## config.mk

```make
export PLATFORM = sky130hd
export DESIGN_NAME = farcall_seq
export DESIGN_NICKNAME = d
export VERILOG_FILES = /design/src/rtl/farcall_pkg.sv /design/src/rtl/farcall_fsm.sv /design/src/rtl/farcall_sp.sv /design/src/rtl/farcall_page.sv /design/src/rtl/farcall_seq.sv
export SDC_FILE = /design/constraint.sdc
export NUM_CORES = 1
export LEC_CHECK = 0
export BUFFER_PORTS_ARGS = -buffer_cell sky130_fd_sc_hd__buf_2
export CORE_AREA = 8 8 111 113
export DETAILED_ROUTE_END_ITERATION = 8
export DIE_AREA = 0 0 119 121
export GPL_TIMING_DRIVEN = 1
export PLACE_DENSITY = 0.65
export SYNTH_ARGS = -nofsm -noshare
export SYNTH_HDL_FRONTEND = slang
export SYNTH_SLANG_ARGS = --single-unit
```

## constraint.sdc

```tcl
create_clock -name clk -period 2 [get_ports clk]
set_input_delay 0.3 -clock clk [delete_from_list [all_inputs] [get_ports clk]]
set_output_delay 0.3 -clock clk [all_outputs]
set_load 0.01 [all_outputs]
```

## src/rtl/farcall_pkg.sv

```systemverilog
package farcall_pkg;

    typedef enum logic [3:0] {
        FC_IDLE    = 4'd0,
        FC_SWAP    = 4'd1,
        FC_PUSH_LO = 4'd2,
        FC_PUSH_HI = 4'd3,
        FC_PUSH_PG = 4'd4,
        FC_POP_PG  = 4'd5,
        FC_POP_HI  = 4'd6,
        FC_POP_LO  = 4'd7,
        FC_JUMP    = 4'd8
    } fc_state_e;

endpackage

```

## src/rtl/farcall_fsm.sv

```systemverilog
module farcall_fsm
    import farcall_pkg::*;
(
    input  logic      clk,
    input  logic      rst_n,
    input  logic      call_start,
    input  logic      ret_start,
    output fc_state_e state,
    output logic      busy,
    output logic      take_call
);

    fc_state_e state_q;
    fc_state_e state_d;

    always_ff @(posedge clk or negedge rst_n) begin
        if (!rst_n) state_q <= FC_IDLE;
        else        state_q <= state_d;
    end

    always_comb begin
        state_d = state_q;
        unique case (state_q)
            FC_IDLE: begin
                if (call_start)     state_d = FC_SWAP;
                else if (ret_start) state_d = FC_POP_PG;
            end
            FC_SWAP:    state_d = FC_PUSH_LO;
            FC_PUSH_LO: state_d = FC_PUSH_HI;
            FC_PUSH_HI: state_d = FC_PUSH_PG;
            FC_PUSH_PG: state_d = FC_JUMP;
            FC_POP_PG:  state_d = FC_POP_HI;
            FC_POP_HI:  state_d = FC_POP_LO;
            FC_POP_LO:  state_d = FC_JUMP;
            FC_JUMP:    state_d = FC_IDLE;
            default:    state_d = FC_IDLE;
        endcase
    end

    always_comb begin
        state     = state_q;
        busy      = (state_q != FC_IDLE);
        take_call = (state_q == FC_IDLE) && call_start;
    end

    // an accepted start always leads to a busy cycle
    p_start_busy_r11: assert property (@(posedge clk) disable iff (!rst_n)
        (!busy && (call_start || ret_start)) |=> busy);

    // the jump state always returns to idle
    p_jump_idle_r11: assert property (@(posedge clk) disable iff (!rst_n)
        (state_q == FC_JUMP) |=> (state_q == FC_IDLE));

endmodule

```

## src/rtl/farcall_sp.sv

```systemverilog
module farcall_sp #(
    parameter int                ADDR_W   = 16,
    parameter logic [ADDR_W-1:0] SP_RESET = 16'h0400
) (
    input  logic              clk,
    input  logic              rst_n,
    input  logic              dec,
    input  logic              inc,
    output logic [ADDR_W-1:0] sp
);

    localparam logic [ADDR_W-1:0] ONE = ADDR_W'(1);

    logic [ADDR_W-1:0] sp_q;

    always_ff @(posedge clk or negedge rst_n) begin
        if (!rst_n)   sp_q <= SP_RESET;
        else if (dec) sp_q <= sp_q - ONE;
        else if (inc) sp_q <= sp_q + ONE;
    end

    assign sp = sp_q;

    // the stack is never pushed and popped in the same cycle
    p_sp_excl_r10: assert property (@(posedge clk) disable iff (!rst_n)
        !(dec && inc));

endmodule

```

## src/rtl/farcall_page.sv

```systemverilog
module farcall_page #(
    parameter int                PAGE_W     = 8,
    parameter logic [PAGE_W-1:0] PAGE_RESET = '0
) (
    input  logic              clk,
    input  logic              rst_n,
    input  logic              swap,
    input  logic [PAGE_W-1:0] swap_val,
    input  logic              restore,
    input  logic [PAGE_W-1:0] restore_val,
    output logic [PAGE_W-1:0] page,
    output logic [PAGE_W-1:0] saved
);

    logic [PAGE_W-1:0] page_q;
    logic [PAGE_W-1:0] saved_q;

    always_ff @(posedge clk or negedge rst_n) begin
        if (!rst_n) begin
            page_q  <= PAGE_RESET;
            saved_q <= PAGE_RESET;
        end else if (swap) begin
            saved_q <= page_q;
            page_q  <= swap_val;
        end else if (restore) begin
            page_q  <= restore_val;
        end
    end

    assign page  = page_q;
    assign saved = saved_q;

    // a swap keeps the outgoing page for the push
    p_swap_keeps_old_r2: assert property (@(posedge clk) disable iff (!rst_n)
        swap |=> (saved_q == $past(page_q)));

endmodule

```

## src/rtl/farcall_seq.sv

```systemverilog
module farcall_seq
    import farcall_pkg::*;
#(
    parameter int                ADDR_W     = 16,
    parameter int                PAGE_W     = 8,
    parameter logic [ADDR_W-1:0] SP_RESET   = 16'h0400,
    parameter logic [PAGE_W-1:0] PAGE_RESET = 8'h00
) (
    input  logic              clk,
    input  logic              rst_n,
    input  logic              call_start,
    input  logic              ret_start,
    input  logic [PAGE_W-1:0] new_page,
    input  logic [ADDR_W-1:0] target_addr,
    input  logic [ADDR_W-1:0] next_addr,
    input  logic [PAGE_W-1:0] mem_rdata,
    output logic              busy,
    output logic              mem_wr,
    output logic              mem_rd,
    output logic [ADDR_W-1:0] mem_addr,
    output logic [PAGE_W-1:0] mem_wdata,
    output logic [PAGE_W-1:0] page,
    output logic [ADDR_W-1:0] sp,
    output logic              pc_load,
    output logic [ADDR_W-1:0] pc_value
);

    // The return address is split into two stack bytes of page width.
    localparam int                BYTE_W = ADDR_W / 2;
    localparam logic [ADDR_W-1:0] ONE    = ADDR_W'(1);

    fc_state_e         state;
    logic              take_call;
    logic              sp_dec;
    logic              sp_inc;
    logic              pg_swap;
    logic              pg_restore;
    logic [PAGE_W-1:0] saved_page;

    logic [ADDR_W-1:0] tgt_q;
    logic [ADDR_W-1:0] ret_q;
    logic [PAGE_W-1:0] npg_q;
    logic              is_call_q;

    farcall_fsm u_fsm (
        .clk        (clk),
        .rst_n      (rst_n),
        .call_start (call_start),
        .ret_start  (ret_start),
        .state      (state),
        .busy       (busy),
        .take_call  (take_call)
    );

    farcall_sp #(
        .ADDR_W   (ADDR_W),
        .SP_RESET (SP_RESET)
    ) u_sp (
        .clk   (clk),
        .rst_n (rst_n),
        .dec   (sp_dec),
        .inc   (sp_inc),
        .sp    (sp)
    );

    farcall_page #(
        .PAGE_W     (PAGE_W),
        .PAGE_RESET (PAGE_RESET)
    ) u_page (
        .clk         (clk),
        .rst_n       (rst_n),
        .swap        (pg_swap),
        .swap_val    (npg_q),
        .restore     (pg_restore),
        .restore_val (mem_rdata),
        .page        (page),
        .saved       (saved_page)
    );

    // Operand capture at start, return bytes captured during pops
    always_ff @(posedge clk or negedge rst_n) begin
        if (!rst_n) begin
            tgt_q     <= '0;
            ret_q     <= '0;
            npg_q     <= '0;
            is_call_q <= 1'b0;
        end else if (state == FC_IDLE) begin
            if (take_call) begin
                tgt_q     <= target_addr;
                ret_q     <= next_addr;
                npg_q     <= new_page;
                is_call_q <= 1'b1;
            end else if (ret_start) begin
                is_call_q <= 1'b0;
            end
        end else if (state == FC_POP_HI) begin
            ret_q[ADDR_W-1:BYTE_W] <= mem_rdata;
        end else if (state == FC_POP_LO) begin
            ret_q[BYTE_W-1:0] <= mem_rdata;
        end
    end

    // Per-state stack bus, page and jump controls
    always_comb begin
        mem_wr     = 1'b0;
        mem_rd     = 1'b0;
        mem_addr   = sp;
        mem_wdata  = '0;
        sp_dec     = 1'b0;
        sp_inc     = 1'b0;
        pg_swap    = 1'b0;
        pg_restore = 1'b0;
        pc_load    = 1'b0;
        pc_value   = is_call_q ? tgt_q : ret_q;
        unique case (state)
            FC_SWAP: pg_swap = 1'b1;
            FC_PUSH_LO: begin
                mem_wr    = 1'b1;
                mem_addr  = sp - ONE;
                mem_wdata = ret_q[BYTE_W-1:0];
                sp_dec    = 1'b1;
            end
            FC_PUSH_HI: begin
                mem_wr    = 1'b1;
                mem_addr  = sp - ONE;
                mem_wdata = ret_q[ADDR_W-1:BYTE_W];
                sp_dec    = 1'b1;
            end
            FC_PUSH_PG: begin
                mem_wr    = 1'b1;
                mem_addr  = sp - ONE;
                mem_wdata = saved_page;
                sp_dec    = 1'b1;
            end
            FC_POP_PG: begin
                mem_rd     = 1'b1;
                sp_inc     = 1'b1;
                pg_restore = 1'b1;
            end
            FC_POP_HI, FC_POP_LO: begin
                mem_rd = 1'b1;
                sp_inc = 1'b1;
            end
            FC_JUMP: pc_load = 1'b1;
            default: ;
        endcase
    end

    // the stack bus never reads and writes at once
    p_no_rw_overlap_r10: assert property (@(posedge clk) disable iff (!rst_n)
        !(mem_wr && mem_rd));

    // the stack bus is quiet while idle
    p_strobe_busy_r10: assert property (@(posedge clk) disable iff (!rst_n)
        (mem_wr || mem_rd) |-> busy);

    // each push moves the stack pointer down by one
    p_push_sp_r3: assert property (@(posedge clk) disable iff (!rst_n)
        mem_wr |=> (sp == $past(sp) - ONE));

    // each pop moves the stack pointer up by one
    p_pop_sp_r6: assert property (@(posedge clk) disable iff (!rst_n)
        mem_rd |=> (sp == $past(sp) + ONE));

    // the jump cycle closes the sequence
    p_jump_ends_r5: assert property (@(posedge clk) disable iff (!rst_n)
        pc_load |=> !busy);

    // the page register holds while idle without a start
    p_page_hold_r2: assert property (@(posedge clk) disable iff (!rst_n)
        (!busy && !call_start && !ret_start) |=> $stable(page));

endmodule

```

==> reports/qor.csv, run 1 <==
stage,metric,value,unit
clock_tree,Longest Clk Path Bufs,2,
logic_synthesis,post-synthesis cell area,4100,sq um
die,Core Rows,38,
grt,aggregate global-route resource usage,16.9,%
final_layout,Multi-input gate area,2270,sq um
timing,minimum clock period after layout,2.48,ns
worst_setup_path,crit path DAT,2.18,ns
pwr,Pint,5.96,mW
timing,FMAX,404,MHz
grt,initial antenna violation count,2,
logic_synthesis,warnings from Yosys,0,
pwr,clock share of power,11.7,%
timing,Final setup viols,30,
logic_synthesis,Yosys top cell by area,dfrtp_1,
logic_synthesis,main area contributors after synthesis,"dfrtp_1 (46%), mux2_2 (13%), a21oi_1 (5.0%)",
routing,DR top layer,met5,
timing,Worst Slack Setup Final,-0.477,ns
pwr,Net Sw Frac,42.5,%
logic_synthesis,Mapped Avg Cell Area,10.4,sq um
final_layout,# fillers,934,
worst_setup_path,CP Class,register to output port,
timing,Tcrit/Tclk final,124,%
routing,post-route ant nets,0,
timing,setup TNS,-8.98,ns
routing,Routed WL,12.4,mm
timing,final hold violation count,0,
final_layout,register area,1930,sq um
routing,# DRC,0,
worst_setup_path,startpoint types,register,
logic_synthesis,Yosys cell types,52,
placed_design,DP Area,5220,sq um
die,Die ar.,14400,sq um
die,I/O pins,120,
logic_synthesis,Syn Nets,449,
logic_synthesis,sequential area share after synthesis,47.1,%
routing,DR iter-0 viols,296,
outcome,status,finished with violations,
routing,post-DR wirelength/cell,17.5,microns
min_path,Worst Hold Class,primary input to register,
logic_synthesis,Post-synth top flop,dfrtp_1,
outcome,failing checks,setup timing,
routing,met2 wire length,5.89,mm
pwr,Pwr Density,1770,nW/um^2
routing,drt via density,5.11,
clock_tree,CTS tree,yes,
timing,RSZ-0062 raised after global routing,yes,
clock_tree,CTS Root Cell,clkbuf_8,
final_layout,post-route design area,5850,sq um
routing,Met3 Routed Length,1.01,mm
routing,met1 WL,5.17,mm
pwr,power share of the combinational group,59.4,%
grt,first-pass GRT wire length,19.7,mm
pwr,Flop pwr share,28.9,%
routing,Pre-Repair DR Iteration Count,6,
worst_setup_path,critical path endpoint category,output port,
placed_design,Placer Congestion,0.884,
worst_setup_path,worst stage delay on the critical path,0.55,ns
final_layout,Layout area overhead,42.8,%
clock_tree,Worst-path clk slew,0.09,ns
logic_synthesis,#FFs+latches synth,77,
logic_synthesis,"EDFF count, synth",0,
die,Initial Util,38.6,%
placed_design,Post-DP HPWL,9.24,mm
logic_synthesis,Syn Inst Count,393,
grt,total grt overflow,0,
timing,Final Skew,0.0101,ns
timing,Max Slew Vio Count,0,
pwr,Pleak,2.76,nW
logic_synthesis,top cell type's share of synthesized area,46.4,%
timing,Slew HR,67.3,%
die,die width,119,microns
job,max-cap viol count,0,
worst_setup_path,CP max FO,5,
worst_setup_path,Worst EP required,1.70,ns
die,Core ar.,10600,sq um
final_layout,share of cells above drive strength 1,52.9,%
worst_setup_path,crit path cell chain,"or4b_4, a211oi_4, and3b_2, xor2_2, buf_2",
pwr,Sw Pwr,4.41,mW
grt,vias in the first global route,3890,
clock_tree,"Clk Latency, worst-skew pair",0.35,ns
logic_synthesis,share of async-settable or async-resettable flops after synthesis,100,%
pwr,worst vdd ir,1050,uV
worst_setup_path,"Slowest-stage cell, CP",or4b_4,
routing,DR vias,3627,
placed_design,IO Port Bufs,119,
final_layout,"Net count, final",620,
clock_tree,H-tree levels,3,
clock_tree,clk sinks,77,
timing,slew of the pin with the lowest slew margin,0.487,ns
die,die height,121,microns
clock_tree,number of buffers created by CTS,9,
grt,largest net degree at the start of global routing,40,
-- metal layers --
layer | vias to the layer above | global-route usage (%)
met3 | 27 | 5.68
met2 | 142 | 27.3
met4 | 2 | 7.19
li1 | 1717 | -
met1 | 1739 | 20.4
met5 | - | 0
-- power by group through the flow --
stage / clock [mW] / combinational (mW) / sequential [mW]
after floorplan: 0 / 3.26 / 2.95
after global placement: 0 / 5.27 / 2.98
after detailed placement: 0 / 5.35 / 3.03
after CTS: 1.26 / 5.62 / 2.99
after global routing: 1.33 / 6.73 / 3.09
final: 1.22 / 6.15 / 2.99
-- logic make-up (layout without fill, tap and decap cells) --
group | count (synthesis) | count (layout) | share of synthesized area (%)
compound gates | 73 | 73 | 11.2
xor+xnor | 30 | 30 | 6.41
fa+ha+maj | 4 | 4 | 1.22
buf+inv | 41 | 217 | 4.15
flops | 77 | 77 | 47.1
mux | 56 | 56 | 15.1
other cells | 0 | 1 | 0
simple gates | 112 | 112 | 14.8
-- final timing paths --
path,slack [ns],from,depth (start not counted),to
worst max-delay path,-0.48,u_fsm.state[1],5,mem_addr[13]
worst min-delay path,0.17,new_page[6],2,npg_q[6]
worst max register to register,-0.09,u_fsm.state[1],9,u_sp.sp[3]
worst min register to register,0.51,tgt_q[8],1,tgt_q[8]
max in group asynchronous,0.97,rst_n,3,u_sp.sp[10]
min in group asynchronous,0.29,rst_n,2,u_sp.sp[3]
-- cells in the final DEF, fill, tap and decap left out, types with 3 or more instances in the layout --
master    synthesis  final
a21oi_1          41     37
a21oi_2           1      5
a222oi_1          8      8
buf_2             7    109
buf_4             2     56
buf_6             0     19
clkbuf_8          0      9
dfrtp_1          76     76
ha_1              4      4
inv_1            15     13
inv_6             0      3
mux2_2           48     48
mux2i_1           8      8
nand2_1          27     24
nand3_1           7      6
nor2_1           29     27
nor2b_1           8      8
nor3_1           10      5
nor3_2            2      4
nor3_4            0      3
nor4_4            1      3
o21ai_0          12      9
o21ai_2           0      3
or3_4             0      4
xnor2_1          17     13
xnor2_2           0      4
xor2_1           13     12
-- registers in the layout, summed over array words and instances, names as in the netlist --
signal        flops
tgt_q            16
is_call_q         1
u_fsm.state       4
ret_q            16
npg_q             8
u_page.page       8
u_sp.sp          16
u_page.saved      8
-- through the flow --
step	power, mW	util [%]	setup slack, ns	hold WS [ns]	std cells
after floorplan	6.21	-	-0.169	0.00441	393
after CTS	9.88	52.5	-0.520	0.148	704
after global routing	11.2	55.2	-0.587	0.149	710
after detailed placement	8.39	49.2	-0.148	0.128	678
final	10.4	55.2	-0.477	0.171	710
after global placement	8.26	49.2	-0.105	0.130	678
-- cells in the mapped netlist, drive strengths merged, types with 2 or more instances --
cell	count
a21oi	42
a222oi	8
a31oi	2
and2	2
buf	11
clkbuf	15
dfrtp	76
ha	4
inv	15
mux2	48
mux2i	8
nand2	28
nand2b	2
nand3	8
nand4	2
nor2	29
nor2b	8
nor3	12
nor3b	3
nor4	4
nor4b	2
o21ai	13
o21bai	2
or3	4
or4b	2
xnor2	17
xor2	13
-- timing repair --
item | 4_1_cts | 5_1_grt
hold endpoints to repair | 6 | 0
hold buffers | 1 | 0
pin swaps | 12 | 18
setup endpoints to repair | 30 | 51
resized for setup | 15 | 54
buffers inserted | 9 | 9
-- area by class of cell --
class / instances / share of cell area, %
Multi-Input combinational cell: 275 / 38.9
Sequential cell: 77 / 33.0
Timing Repair Buffer: 186 / 20.7
Tap cell: 140 / 2.99
Clock buffer: 9 / 2.12
Clock inverter: 7 / 1.37
Inverter: 15 / 0.962
Antenna cell: 1 / 0.0428
-- critical path, delay by kind of cell, from the launching register on --
kind,cells,cell delay (ns)
compound gates,1,0.31
simple gates,2,0.83
buf+inv,1,0.14
flops,1,0.41
xor+xnor,1,0.13
(Power assumes the default switching activity.)
==> run 2: changes to the inputs <==
Settings changed: CAP_MARGIN set to 10, CORE_AREA 8 8 111 113 to 8 8 103 105, DIE_AREA 0 0 119 121 to 0 0 111 113, PLACE_DENSITY 0.65 to 0.75.
==> reports/qor.csv, run 2 (synthesis gave the netlist of run 1 again) <==
stage,metric,value,unit,change
pwr,worst vdd ir,869,uV,-18%
final_layout,Layout area overhead,47.4,%,
final_layout,share of cells above drive strength 1,54.0,%,+1.1 points
die,die width,111,microns,-6.7%
worst_setup_path,cell family with most CP delay,simple AND/OR/NAND/NOR gates,,
final_layout,Multi-input gate area,2310,sq um,+1.8%
grt,aggregate global-route resource usage,19.3,%,+2.3 points
die,Die ar.,12500,sq um,-13%
clock_tree,CTS tree,yes,,
final_layout,post-route design area,6040,sq um,+3.2%
outcome,status,finished with violations,,
final_layout,"leading cell type in the layout, fill and taps excluded",buf_2,,
final_layout,register area,1930,sq um,unchanged
clock_tree,H-tree levels,3,,unchanged
worst_setup_path,startpoint types,register,,
timing,setup TNS,-8.93,ns,+0.0510 ns
routing,Routed WL,13.2,mm,+6.4%
routing,Pre-Repair DR Iteration Count,7,,+1
grt,vias in the first global route,4063,,+4.4%
worst_setup_path,crit path cell chain,"or4b_4, a211oi_4, and3b_2, xor2_2, buf_2",,
worst_setup_path,critical path endpoint category,output port,,
die,die height,113,microns,-6.6%
clock_tree,"Clk Latency, worst-skew pair",0.34,ns,about the same
clock_tree,Longest Clk Path Bufs,2,,unchanged
clock_tree,number of buffers created by CTS,9,,unchanged
final_layout,post-layout util,67.2,%,+12 points
routing,# DRC,0,,unchanged
timing,minimum clock period after layout,2.46,ns,-0.0171 ns
worst_setup_path,CP max FO,3,,-2
final_layout,"leading cell types in the layout, fill and taps excluded","buf_2 (114), dfrtp_1 (76), mux2_2 (48), buf_4 (42), a21oi_1 (38)",,
pwr,Tot Pwr,11.0,mW,+5.9%
final_layout,# fillers,696,,-25%
placed_design,Post-Place Cells,645,,-4.9%
die,Initial Util,45.6,%,+7.0 points
worst_setup_path,CP Class,register to output port,,
clock_tree,Worst-path clk slew,0.09,ns,about the same
grt,total grt overflow,0,,unchanged
routing,post-route ant nets,0,,unchanged
placed_design,Placer Congestion,0.946,,+7.1%
clock_tree,CTS Root Cell,clkbuf_8,,
outcome,failing checks,setup timing,,
grt,first-pass GRT wire length,19.9,mm,+0.91%
routing,drt via density,5.47,,+7.0%
routing,DR iter-0 viols,240,,-19%
clock_tree,clk sinks,77,,unchanged
die,I/O pins,120,,unchanged
timing,Final setup viols,29,,-3.3%
timing,Max Slew Vio Count,0,,unchanged
min_path,Worst Hold Class,primary input to register,,
worst_setup_path,"Slowest-stage cell, CP",or4b_4,,
timing,Tcrit/Tclk final,123,%,-0.86 points
placed_design,DP Area,5170,sq um,-0.79%
routing,DR vias,3745,,+3.3%
grt,largest net degree at the start of global routing,38,,-5.0%
final_layout,"Net count, final",625,,+0.81%
routing,post-DR wirelength/cell,19.2,microns,+10%
final_layout,Diodes inserted,0,,-1
pwr,Pwr Density,1820,nW/um^2,+2.6%
timing,FMAX,407,MHz,+0.70%
placed_design,Post-DP HPWL,9.08,mm,-1.7%
grt,initial antenna violation count,0,,-2
placed_design,pre-CTS setup slack,-0.186,ns,-0.0381 ns
pwr,Pleak,2.87,nW,+3.9%
job,max-cap viol count,0,,unchanged
die,Core ar.,8980,sq um,-15%
worst_setup_path,worst stage delay on the critical path,0.58,ns,+0.03 ns
worst_setup_path,crit path DAT,2.16,ns,-0.02 ns
timing,RSZ-0062 raised after global routing,yes,,
worst_setup_path,Bufs and invs on worst path,1,,unchanged
timing,Worst Slack Setup Final,-0.460,ns,+0.0171 ns
timing,Hold WS,0.181,ns,+0.00983 ns
timing,Slew HR,56.4,%,-11 points
placed_design,IO Port Bufs,119,,unchanged
timing,Final Skew,0.0110,ns,+0.000841 ns
final_layout,fin cells,685,,-3.5%
timing,final hold violation count,0,,unchanged
worst_setup_path,Worst EP required,1.70,ns,about the same
timing,slew of the pin with the lowest slew margin,0.649,ns,+0.162 ns
die,Core Rows,35,,-7.9%
-- run 2: cell type report --
type,count,area share (%)
clock inverter,4,1.64
clock buffer,12,2.24
tap,111,2.30
inverter,15,0.974
sequential,77,31.9
timing repair buffer,191,22.6
multi-input combinational,275,38.3
-- run 2: path summary, 6_finish.rpt --
kind                                start           end  slack (ns)  cells past startpoint
min in group asynchronous           rst_n    u_sp.sp[4]        0.46                      2
max                        u_fsm.state[1]  mem_addr[13]       -0.46                      5
max in group asynchronous           rst_n      npg_q[0]        0.94                      3
min reg2reg                      tgt_q[9]      tgt_q[9]        0.50                      1
min                           new_page[3]      npg_q[3]        0.18                      2
max reg2reg                u_fsm.state[1]    u_sp.sp[9]       -0.13                      8
-- run 2: repair_timing --
item	in CTS	in global routing
gates resized for setup	29	59
hold buffers	1	0
gates cloned	1	2
setup endpoints to repair	30	71
endpoints found under the hold margin	34	0
setup buffers	19	15
pin swaps	18	27
-- run 2: report_power, final --
| part | switching, mW | total, mW | internal (mW) |
|---|---|---|---|
| clock | 0.582 | 1.42 | 0.835 |
| sequential | 0.647 | 3.00 | 2.36 |
| combinational | 3.30 | 6.55 | 3.26 |
| total | 4.52 | 11.0 | 6.45 |
-- run 2: routing by layer --
layer / up-vias / wire (microns) / global-route usage [%]
li1: 1730 / - / -
met1: 1835 / 5060 / 20.9
met4: 0 / 204 / 5.14
met2: 161 / 6900 / 34.9
met5: - / 0 / 0
met3: 19 / 1020 / 6.61
-- run 2: worst register-to-register path, delay by kind of cell (launching register included) --
family                 cells  cell delay (ns)
AO/OA/AOI/OAI              2             0.38
XOR/XNOR                   1             0.15
buffers and inverters      3             0.36
flip-flops                 1             0.41
AND/OR/NAND/NOR            2             0.74
==> run 3: changes to the inputs <==
Settings changed: PLACE_DENSITY 0.75 to 0.85, TNS_END_PERCENT set to 5.
==> reports/qor.csv, run 3 (synthesis gave the netlist of run 1 again) <==
stage,metric,value,unit,change
outcome,status,finished with violations,,
outcome,failing checks,setup timing,,
die,die width,111,microns,unchanged
pwr,Pint,5.31,mW,-18%
final_layout,"leading cell type in the layout, fill and taps excluded",buf_2,,
pwr,Pleak,2.57,nW,-11%
pwr,Net Sw Frac,43.2,%,+2.0 points
worst_setup_path,Worst EP required,1.70,ns,about the same
grt,first-pass GRT wire length,19.1,mm,-4.0%
routing,post-DR wirelength/cell,17.7,microns,-8.0%
die,Core Rows,35,,unchanged
worst_setup_path,worst stage delay on the critical path,0.58,ns,about the same
grt,largest net degree at the start of global routing,41,,+7.9%
routing,Routed WL,11.7,mm,-11%
worst_setup_path,"Slowest-stage cell, CP",or4b_4,,
timing,slew of the pin with the lowest slew margin,0.541,ns,-0.107 ns
final_layout,Diodes inserted,0,,unchanged
clock_tree,Post-CTS Setup Bufs,0,,-19
min_path,Cells on Worst Hold Path,2,,unchanged
timing,Slew HR,63.9,%,+7.5 points
timing,Hold WS,0.175,ns,-0.00624 ns
pwr,Sw Pwr,4.03,mW,-11%
clock_tree,"Clk Latency, worst-skew pair",0.35,ns,about the same
placed_design,Post-Place Cells,646,,+0.16%
clock_tree,clk sinks,77,,unchanged
timing,RSZ-0062 raised after global routing,yes,,
die,Initial Util,45.6,%,unchanged
clock_tree,CTS Root Cell,clkbuf_8,,
worst_setup_path,critical path endpoint category,output port,,
timing,final hold violation count,0,,unchanged
pwr,clock share of power,11.4,%,-1.5 points
routing,DR vias,3638,,-2.9%
pwr,worst vdd ir,974,uV,+12%
die,Die ar.,12500,sq um,unchanged
timing,Final Skew,0.0105,ns,-0.000432 ns
pwr,power share of the combinational group,56.5,%,-3.2 points
placed_design,DP Area,5110,sq um,-1.3%
worst_setup_path,Bufs and invs on worst path,1,,unchanged
placed_design,IO Port Bufs,119,,unchanged
worst_setup_path,crit path DAT,2.17,ns,about the same
routing,DR iter-0 viols,256,,+6.7%
clock_tree,CTS tree,yes,,
timing,Tcrit/Tclk final,124,%,+0.69 points
die,Core ar.,8980,sq um,unchanged
worst_setup_path,cell family with most CP delay,simple AND/OR/NAND/NOR gates,,
die,die height,113,microns,unchanged
worst_setup_path,CP max FO,6,,+3
die,I/O pins,120,,unchanged
timing,Final setup viols,27,,-6.9%
worst_setup_path,CP Class,register to output port,,
pwr,Flop pwr share,32.1,%,+4.7 points
grt,aggregate global-route resource usage,18.6,%,-0.67 points
final_layout,post-route design area,5330,sq um,-12%
routing,post-route ant nets,0,,unchanged
pwr,Pwr Density,1750,nW/um^2,-3.6%
final_layout,Layout area overhead,30.1,%,
routing,Pre-Repair DR Iteration Count,6,,-1
timing,Max Slew Vio Count,0,,unchanged
worst_setup_path,worst reg-to-reg path cell count,7,,-1
placed_design,Placer Congestion,0.938,,-0.89%
timing,Worst Slack Setup Final,-0.474,ns,-0.0138 ns
worst_setup_path,Crit. path cell count,5,,unchanged
routing,# DRC,0,,unchanged
clock_tree,number of buffers created by CTS,9,,unchanged
job,max-cap viol count,0,,unchanged
final_layout,"Net count, final",603,,-3.5%
clock_tree,H-tree levels,3,,unchanged
grt,total grt overflow,0,,unchanged
clock_tree,Longest Clk Path Bufs,2,,unchanged
routing,drt via density,5.49,,+0.37%
worst_setup_path,startpoint types,register,,
grt,initial antenna violation count,0,,unchanged
min_path,Worst Hold Class,primary input to register,,
final_layout,share of cells above drive strength 1,45.8,%,-8.2 points
timing,FMAX,404,MHz,-0.56%
placed_design,Post-DP HPWL,9.26,mm,+2.0%
timing,minimum clock period after layout,2.47,ns,+0.0138 ns
clock_tree,Worst-path clk slew,0.09,ns,about the same
final_layout,fin cells,663,,-3.2%
worst_setup_path,crit path cell chain,"or4b_4, a211oi_4, and3b_2, xor2_2, buf_2",,
grt,vias in the first global route,3890,,-4.3%
final_layout,"leading cell types in the layout, fill and taps excluded","buf_2 (118), dfrtp_1 (75), mux2_2 (48), buf_4 (47), a21oi_1 (41)",,
## run 3: cell count changes in the layout (fill, tap and decap cells not counted), moves of 4 or more
cell     change
nand2_1      +7
buf_6       -24
buf_2        +4
buf_4        +5
xnor2_2      -5
xnor2_1      +5
nand2_2      -4
## run 3: repair_timing
action / 4_1_cts / 5_1_grt
resized for setup: 6 / 5
hold endpoints to repair: 37 / 0
hold buffers: 1 / 0
pin swaps: 2 / 1
setup endpoints to repair: 28 / 39
## run 3: per-layer routing
metal  track usage (%)  share of wire, %  vias to the layer above  wire (microns)
met5                 0                 0                        -               0
met4              4.77               1.0                        0             119
met3              6.83               9.1                       13            1070
met2              32.4                50                      160            5870
met1              21.1                40                     1773            4680
li1                  -                 -                     1692               -
## run 3: path summary, 6_finish.rpt
path,slack [ns],start,end
max reg2reg,-0.03,u_fsm.state[1],u_sp.sp[15]
min in group asynchronous,0.46,rst_n,u_sp.sp[2]
min reg2reg,0.51,u_sp.sp[15],u_sp.sp[15]
max in group asynchronous,0.85,rst_n,u_sp.sp[10]
min,0.17,target_addr[11],tgt_q[11]
max,-0.47,u_fsm.state[1],mem_addr[13]
## run 3: cell type report
class                           instances  area, sq um
Clock inverter                          6         47.5
Inverter                               15         56.3
Sequential cell                        77         1930
Multi-Input combinational cell        275         2040
Fill cell                             754         3650
Tap cell                              111          139
Clock buffer                           10          128
Timing Repair Buffer                  169          987
## run 3: stage by stage
stage	TNS [ns]	power [mW]	utilization, %	worst slack (ns)
after floorplan	-0.610	6.13	-	-0.172
after global placement	-0.177	8.03	56.9	-0.0702
after detailed placement	-0.698	8.25	56.9	-0.107
after CTS	-8.00	9.38	59.1	-0.490
after global routing	-10.20	10.0	59.4	-0.551
final	-7.51	9.34	59.4	-0.474
## run 3: power by group through the flow
stage | clock (mW) | combinational, mW | sequential [mW]
floorplan | 0 | 3.19 | 2.94
global placement | 0 | 5.07 | 2.95
detailed placement | 0 | 5.23 | 3.02
CTS | 1.09 | 5.29 | 2.99
global route | 1.15 | 5.79 | 3.09
finish | 1.06 | 5.28 | 3.00
